**config.mk**
```make
export PLATFORM = sky130hd
export DESIGN_NAME = spi_boot_sync
export DESIGN_NICKNAME = d
export VERILOG_FILES = /design/src/rtl/spi_boot_pkg.sv /design/src/rtl/spi_rate_bank.sv /design/src/rtl/spi_word_engine.sv /design/src/rtl/spi_sync_fsm.sv /design/src/rtl/spi_boot_sync.sv
export SDC_FILE = /design/constraint.sdc
export NUM_CORES = 1
export LEC_CHECK = 0
export BUFFER_PORTS_ARGS = -buffer_cell sky130_fd_sc_hd__clkbuf_2
export CORE_ASPECT_RATIO = 1.2
export CORE_UTILIZATION = 40
export DETAILED_ROUTE_END_ITERATION = 7
export PLACE_DENSITY_LB_ADDON = 0.2
export SLEW_MARGIN = 20
export SYNTH_ARGS = -nofsm -noshare
export SYNTH_HDL_FRONTEND = slang
export SYNTH_SLANG_ARGS = --single-unit
```
**constraint.sdc**
```tcl
create_clock -name clk -period 4.7 [get_ports clk]
set_input_delay 0.705 -clock clk [delete_from_list [all_inputs] [get_ports clk]]
set_output_delay 0.705 -clock clk [all_outputs]
set_load 0.01 [all_outputs]
```
**src/rtl/spi_boot_pkg.sv**
```systemverilog
// Package: shared constants and state types for the SPI boot-host sequencer.
// Assumes a fixed 16-bit word on the link.
package spi_boot_pkg;
    localparam int unsigned WORD_W = 16;

    localparam logic [WORD_W-1:0] START_WORD  = 16'h5853;
    localparam logic [WORD_W-1:0] START_REPLY = 16'h5253;
    localparam logic [WORD_W-1:0] PING_WORD   = 16'h590B;

    typedef enum logic [1:0] {
        ENG_IDLE,
        ENG_SHIFT,
        ENG_GAP
    } eng_state_t;

    typedef enum logic [3:0] {
        SQ_IDLE,
        SQ_SW_SEND,
        SQ_SW_WAIT,
        SQ_PARK,
        SQ_P1_SEND,
        SQ_P1_WAIT,
        SQ_P2_SEND,
        SQ_P2_WAIT,
        SQ_PASS,
        SQ_FAIL
    } seq_state_t;
endpackage

```
**src/rtl/spi_rate_bank.sv**
```systemverilog
// Module: spi_rate_bank
// Picks the active divider/gap pair from the slow and fast register sets.
// Assumes the consumer captures the result at word start, so a change here
// never reaches a word already in flight.
module spi_rate_bank #(
    parameter int unsigned DIV_W = 8,
    parameter int unsigned GAP_W = 16
) (
    input  logic             use_fast,
    input  logic [DIV_W-1:0] slow_div,
    input  logic [GAP_W-1:0] slow_gap,
    input  logic [DIV_W-1:0] fast_div,
    input  logic [GAP_W-1:0] fast_gap,
    output logic [DIV_W-1:0] div_sel,
    output logic [GAP_W-1:0] gap_sel
);
    localparam int unsigned SETS = 2;

    logic [DIV_W-1:0] div_tab [SETS];
    logic [GAP_W-1:0] gap_tab [SETS];

    assign div_tab[0] = slow_div;
    assign gap_tab[0] = slow_gap;
    assign div_tab[1] = fast_div;
    assign gap_tab[1] = fast_gap;

    // Purpose: index the set table with the select bit.
    always_comb begin
        div_sel = div_tab[use_fast];
        gap_sel = gap_tab[use_fast];
    end
endmodule

```
**src/rtl/spi_word_engine.sv**
```systemverilog
// Module: spi_word_engine
// Shifts one full-duplex word per go pulse: chip select low, sclk idles high,
// mosi updated with each falling edge, miso sampled with each rising edge,
// then chip select released for gap+1 cycles before ready returns.
// Assumes go is only raised while ready is high.
module spi_word_engine
    import spi_boot_pkg::*;
#(
    parameter int unsigned DIV_W = 8,
    parameter int unsigned GAP_W = 16
) (
    input  logic              clk,
    input  logic              rst_n,
    input  logic              go,
    input  logic [WORD_W-1:0] tx_word,
    input  logic [DIV_W-1:0]  div_in,
    input  logic [GAP_W-1:0]  gap_in,
    input  logic              miso,
    output logic              ready,
    output logic              word_done,
    output logic [WORD_W-1:0] rx_word,
    output logic              sclk,
    output logic              cs_n,
    output logic              mosi
);
    localparam int unsigned EDGES = 2 * WORD_W;
    localparam int unsigned EW    = $clog2(EDGES + 1);

    eng_state_t        st;
    logic [DIV_W-1:0]  div_q;
    logic [GAP_W-1:0]  gap_q;
    logic [DIV_W-1:0]  half_cnt;
    logic [GAP_W-1:0]  gap_cnt;
    logic [EW-1:0]     edge_cnt;
    logic [WORD_W-1:0] tx_sh;
    logic [WORD_W-1:0] rx_sh;

    assign ready = (st == ENG_IDLE);

    // Purpose: word framing, edge generation, shifting and idle-gap timing.
    always_ff @(posedge clk) begin
        if (!rst_n) begin
            st        <= ENG_IDLE;
            div_q     <= '0;
            gap_q     <= '0;
            half_cnt  <= '0;
            gap_cnt   <= '0;
            edge_cnt  <= '0;
            tx_sh     <= '0;
            rx_sh     <= '0;
            rx_word   <= '0;
            word_done <= 1'b0;
            sclk      <= 1'b1;
            cs_n      <= 1'b1;
            mosi      <= 1'b0;
        end else begin
            word_done <= 1'b0;
            case (st)
                ENG_IDLE: begin
                    if (go) begin
                        tx_sh    <= tx_word;
                        div_q    <= div_in;
                        gap_q    <= gap_in;
                        half_cnt <= '0;
                        edge_cnt <= '0;
                        cs_n     <= 1'b0;
                        st       <= ENG_SHIFT;
                    end
                end
                ENG_SHIFT: begin
                    if (half_cnt == div_q) begin
                        half_cnt <= '0;
                        if (edge_cnt == EW'(EDGES)) begin
                            cs_n      <= 1'b1;
                            rx_word   <= rx_sh;
                            word_done <= 1'b1;
                            gap_cnt   <= '0;
                            st        <= ENG_GAP;
                        end else begin
                            edge_cnt <= edge_cnt + 1'b1;
                            sclk     <= ~sclk;
                            if (sclk) begin
                                mosi  <= tx_sh[WORD_W-1];
                                tx_sh <= {tx_sh[WORD_W-2:0], 1'b0};
                            end else begin
                                rx_sh <= {rx_sh[WORD_W-2:0], miso};
                            end
                        end
                    end else begin
                        half_cnt <= half_cnt + 1'b1;
                    end
                end
                ENG_GAP: begin
                    if (gap_cnt == gap_q) st <= ENG_IDLE;
                    else                  gap_cnt <= gap_cnt + 1'b1;
                end
                default: st <= ENG_IDLE;
            endcase
        end
    end
endmodule

```
**src/rtl/spi_sync_fsm.sv**
```systemverilog
// Module: spi_sync_fsm
// Handshake sequencer: start word with bounded resends, a park point with no
// time limit, then the two ping words and a verdict on the second read-back.
// Assumes the word engine reports each finished word with a one-cycle pulse.
module spi_sync_fsm
    import spi_boot_pkg::*;
#(
    parameter int unsigned RETRY_W = 8
) (
    input  logic               clk,
    input  logic               rst_n,
    input  logic               start,
    input  logic               ping_go,
    input  logic [RETRY_W-1:0] retry_limit,
    input  logic [WORD_W-1:0]  ping_expect,
    input  logic               eng_ready,
    input  logic               word_done,
    input  logic [WORD_W-1:0]  rx_word,
    output logic               eng_go,
    output logic [WORD_W-1:0]  tx_word,
    output logic               synced,
    output logic               done,
    output logic               err_start,
    output logic               err_ping
);
    seq_state_t         st;
    logic [RETRY_W-1:0] tries;
    logic               can_start;

    assign can_start = (st == SQ_IDLE) || (st == SQ_PASS) || (st == SQ_FAIL);

    // Purpose: handshake sequencing and sticky outcome flags.
    always_ff @(posedge clk) begin
        if (!rst_n) begin
            st        <= SQ_IDLE;
            tries     <= '0;
            eng_go    <= 1'b0;
            tx_word   <= '0;
            synced    <= 1'b0;
            done      <= 1'b0;
            err_start <= 1'b0;
            err_ping  <= 1'b0;
        end else begin
            eng_go <= 1'b0;
            if (start && can_start) begin
                synced    <= 1'b0;
                done      <= 1'b0;
                err_start <= 1'b0;
                err_ping  <= 1'b0;
                tries     <= '0;
                st        <= SQ_SW_SEND;
            end else begin
                case (st)
                    SQ_SW_SEND: if (eng_ready && !eng_go) begin
                        eng_go  <= 1'b1;
                        tx_word <= START_WORD;
                        st      <= SQ_SW_WAIT;
                    end
                    SQ_SW_WAIT: if (word_done) begin
                        if (rx_word == START_REPLY) begin
                            synced <= 1'b1;
                            st     <= SQ_PARK;
                        end else if (tries == retry_limit) begin
                            err_start <= 1'b1;
                            st        <= SQ_FAIL;
                        end else begin
                            tries <= tries + 1'b1;
                            st    <= SQ_SW_SEND;
                        end
                    end
                    SQ_PARK: if (ping_go) st <= SQ_P1_SEND;
                    SQ_P1_SEND: if (eng_ready && !eng_go) begin
                        eng_go  <= 1'b1;
                        tx_word <= PING_WORD;
                        st      <= SQ_P1_WAIT;
                    end
                    SQ_P1_WAIT: if (word_done) st <= SQ_P2_SEND;
                    SQ_P2_SEND: if (eng_ready && !eng_go) begin
                        eng_go  <= 1'b1;
                        tx_word <= START_WORD;
                        st      <= SQ_P2_WAIT;
                    end
                    SQ_P2_WAIT: if (word_done) begin
                        if ((rx_word == ping_expect) && (rx_word != '0)) begin
                            done <= 1'b1;
                            st   <= SQ_PASS;
                        end else begin
                            err_ping <= 1'b1;
                            st       <= SQ_FAIL;
                        end
                    end
                    default: ;
                endcase
            end
        end
    end
endmodule

```
**src/rtl/spi_boot_sync.sv**
```systemverilog
// Module: spi_boot_sync (top)
// SPI host for the opening handshake of a slave-booting processor: the rate
// bank picks the slow or fast set, the word engine moves 16-bit words, the
// sequencer runs start-word and ping phases.
// Assumes use_fast is steered by the host; it takes effect at the next word.
module spi_boot_sync
    import spi_boot_pkg::*;
#(
    parameter int unsigned DIV_W   = 8,
    parameter int unsigned GAP_W   = 16,
    parameter int unsigned RETRY_W = 8
) (
    input  logic               clk,
    input  logic               rst_n,
    input  logic               start,
    input  logic               ping_go,
    input  logic               use_fast,
    input  logic [DIV_W-1:0]   slow_div,
    input  logic [GAP_W-1:0]   slow_gap,
    input  logic [DIV_W-1:0]   fast_div,
    input  logic [GAP_W-1:0]   fast_gap,
    input  logic [RETRY_W-1:0] retry_limit,
    input  logic [15:0]        ping_expect,
    input  logic               miso,
    output logic               sclk,
    output logic               cs_n,
    output logic               mosi,
    output logic               synced,
    output logic               done,
    output logic               err_start,
    output logic               err_ping
);
    logic [DIV_W-1:0]  div_sel;
    logic [GAP_W-1:0]  gap_sel;
    logic              eng_go;
    logic              eng_ready;
    logic              word_done;
    logic [WORD_W-1:0] tx_word;
    logic [WORD_W-1:0] rx_word;

    spi_rate_bank #(.DIV_W(DIV_W), .GAP_W(GAP_W)) rate_i (
        .use_fast (use_fast),
        .slow_div (slow_div),
        .slow_gap (slow_gap),
        .fast_div (fast_div),
        .fast_gap (fast_gap),
        .div_sel  (div_sel),
        .gap_sel  (gap_sel)
    );

    spi_word_engine #(.DIV_W(DIV_W), .GAP_W(GAP_W)) eng_i (
        .clk       (clk),
        .rst_n     (rst_n),
        .go        (eng_go),
        .tx_word   (tx_word),
        .div_in    (div_sel),
        .gap_in    (gap_sel),
        .miso      (miso),
        .ready     (eng_ready),
        .word_done (word_done),
        .rx_word   (rx_word),
        .sclk      (sclk),
        .cs_n      (cs_n),
        .mosi      (mosi)
    );

    spi_sync_fsm #(.RETRY_W(RETRY_W)) seq_i (
        .clk         (clk),
        .rst_n       (rst_n),
        .start       (start),
        .ping_go     (ping_go),
        .retry_limit (retry_limit),
        .ping_expect (ping_expect),
        .eng_ready   (eng_ready),
        .word_done   (word_done),
        .rx_word     (rx_word),
        .eng_go      (eng_go),
        .tx_word     (tx_word),
        .synced      (synced),
        .done        (done),
        .err_start   (err_start),
        .err_ping    (err_ping)
    );
endmodule

```
==> results.toml <==
[run_status]
status = "finished clean"

[critical_path]
critPathSlowestCell = "or3_1"
cp-end-kind = "register"
r2r-end = "eng_i.gap_cnt[9]"
path_depth = 6
cp.required_ps = 5040
cp_max_fo = 20
critical_path_arrival_ps = 3250
reg2regPathDepth = 6
cp-start-kind = "register"
r2r_slack_ps = 1780
r2r_start = "eng_i.half_cnt[6]"
max_stage_delay_ps = 850
path_buf_inv = 0
crit_family = "simple AND/OR/NAND/NOR gates"
cp_cell_sequence = "xnor2_1, nand4_2, or3_1, o21a_1, or4b_1, a21oi_1"
critical_path_class = "reg2reg"

[grt]
grt_usage_pct = 18.87
grt_pass1_vias = 4780
antenna_found_initial = 0
grt-ovfl-total = 0
grt_pass1_wl_um = 22760
grt_max_degree = 49

[timing]
fin_crit_ps = 2917
maxSlewHeadroom_pct = 31.41
period_share_pct = 62.07
setup_viol = 0
tightest_slew_ps = 1029
max_freq_mhz = 342.8
finalSetupTns_ps = 0
hold_violations = 0
skew_ps = 7.055
maxSlewViolCount = 0
rsz0062_at_grt = "false"

[floorplanning]
rows = 48
ioPinCount = 85
fp.dieH_um = 135.7
die_area_um2 = 15390
start_util_pct = 41.16
die_w_um = 113.4
core-area_um2 = 14470

[cts]
numCtsBuffers = 17
htreeDepth = 4
clkLatencyLatePin_ps = 420
cts.sinks = 128
clockBufferDepth = 2
hold_buffers = 0
path_clk_slew_ps = 60
ctsResizeCount = 0
cts_root_buf = "clkbuf_16"
tritoncts = "built"
post_cts_buffers = 0

[place]
placed_area_um2 = 6519
routabilityCongestion = 0.7902
port_buffers = 84
dpl.hpwl_um = 9942

[synth]
synthFlopType = "dfxtp_1"
synth-seq-cells = 128
synthDistinctLibCells = 50
yosys.area_share.adder_pct = 1.050
synth_edf_count = 0
async_flop_share_pct = 0
yosysWarnings = 0
synth.net_count = 755
synth-compound-area-share_pct = 12.85
synth_top_family_by_area = "simple AND/OR/NAND/NOR gates"
synthXorXnorAreaFrac_pct = 8.822
synth_area_um2 = 5957
synth.avg_cell_area_um2 = 8.865
synthMuxAreaShare_pct = 10.42
ys_seq_area_share_pct = 43.02
postSynthCellCount = 672
yosys.area_share.simple_pct = 20.69

[drt]
drt_wl_total_um = 13710
drtPass1Iterations = 5
routedWlPerCell_um = 14.31
route.detailed.drc = 0
first_iter_violations = 293
antenna_left = 0
via_per_inst = 5.231
dr_total_vias = 5011

[power]
clkPwrFrac_pct = 49.0
p_switching_uw = 709.1
p_int_uw = 2164
seqPwrFrac_pct = 40.3
power.density_nw_per_um2 = 401.4
netSwitchingFraction_pct = 24.68
p_comb_share_pct = 10.7
p_leak_uw = 0.002721
ir_drop_uv = 232.3

[finish]
antenna_cells = 0
layout-drive-gt1-share_pct = 17.02
postLayoutCellArea_um2 = 7158
final_cell_mix = "dfxtp_1 (128), nor2_1 (105), clkbuf_2 (84)"
final_common_cell = "dfxtp_1"
fin_nets = 828
area_growth_pct = 20.16

[flow_run]
drv_cap = 0

[worst_hold_path]
min-delay-start = "eng_i.tx_sh[7]"
holdCritPathClass = "reg2reg"
holdPathStages = 2
hold_path_end = "eng_i.tx_sh[7]"
## layout make-up
type | count | area, um2
well taps | 200 | 250.2
fillers | 1393 | 7316
inverters | 13 | 48.80
clock buffers | 20 | 456.7
repair buffers | 88 | 450.4
multi-input cells | 497 | 3207
flip-flops and latches | 128 | 2562
clock inverters | 12 | 182.7
## per-stage QoR
stage | hold slack [ps] | instances | setup WS (ps) | utilization [%] | power (uW)
after global routing | 483.5 | 958 | 1598 | 49.46 | 3001
final | 453.2 | 958 | 1783 | 49.46 | 2873
after detailed placement | 447.1 | 926 | 1778 | 45.04 | 1489
after global placement | 442.0 | 926 | 1848 | 45.04 | 1482
after CTS | 455.5 | 958 | 1765 | 49.46 | 2905
after floorplan | 431.6 | 672 | 2663 | - | 1398
## registers in the layout, summed over array words and instances (netlist names)
register         flops
eng_i.gap_cnt       16
eng_i.gap_q         16
eng_i.rx_sh         16
eng_i.rx_word       16
eng_i.tx_sh         16
eng_i.div_q          8
eng_i.half_cnt       8
seq_i.tries          8
eng_i.edge_cnt       6
seq_i.st             4
seq_i.tx_word        3
eng_i.st             2
eng_i.cs_n           1
eng_i.mosi           1
eng_i.sclk           1
eng_i.word_done      1
seq_i.done           1
seq_i.eng_go         1
seq_i.err_ping       1
seq_i.err_start      1
seq_i.synced         1
## power groups by stage
stage	Combinational (uW)	Sequential, uW	Clock (uW)
finish	307	1160	1410
global route	343	1160	1490
CTS	310	1160	1440
detailed placement	308	1180	0
global placement	302	1180	0
floorplan	229	1170	0
## logic make-up after synthesis
family / count (synthesis)
simple gates: 250
flops: 128
compound gates: 120
mux: 62
xor+xnor: 60
buf+inv: 47
fa+ha+maj: 5
## synthesized netlist by cell type (all sizes together), types with 3 or more instances
cell	instances	area, um2
ha	5	62.56
xnor2	45	394.1
nor3	16	80.08
a21oi	29	145.1
mux2i	62	620.6
buf	11	52.55
a221oi	5	43.79
nand4	19	140.1
xor2	15	131.4
o21ai	28	140.1
nand3	25	125.1
a211oi	29	217.7
dfxtp	128	2562
inv	13	48.80
nor2	106	400.4
o21a	3	22.52
o41ai	3	26.28
o31ai	4	30.03
clkbuf	23	86.33
and3	4	25.02
nand2	37	138.9
a31oi	8	50.05
or3	13	86.33
nor4	11	98.84
nand2b	5	31.28
## worst max-delay path by stage
stage | endpoint | start | slack (ps)
finish | eng_i.gap_cnt[9] | eng_i.half_cnt[6] | 1780
global route | eng_i.gap_cnt[9] | eng_i.half_cnt[6] | 1600
CTS | eng_i.gap_cnt[9] | eng_i.half_cnt[6] | 1760
detailed placement | eng_i.gap_cnt[9] | eng_i.half_cnt[6] | 1780
global placement | eng_i.gap_cnt[9] | eng_i.half_cnt[6] | 1850
floorplan | eng_i.rx_sh[0] | eng_i.edge_cnt[0] | 2660
## metal layers
layer | global-route usage [%] | share of wire (%) | vias to the layer above
li1 | - | - | 2555
met5 | 0 | 0 | -
met3 | 4.653 | 4.5 | 16
met2 | 31.63 | 48 | 126
met1 | 22.51 | 46 | 2314
met4 | 9.284 | 1.5 | 0
## worst min-delay path, delay by kind of cell, from the launching register on
family	cells	cell delay [ps]
flip-flops	1	310
AND/OR/NAND/NOR	1	50
AO/OA/AOI/OAI	1	50
No activity file was read; power rests on OpenSTA's default activity.
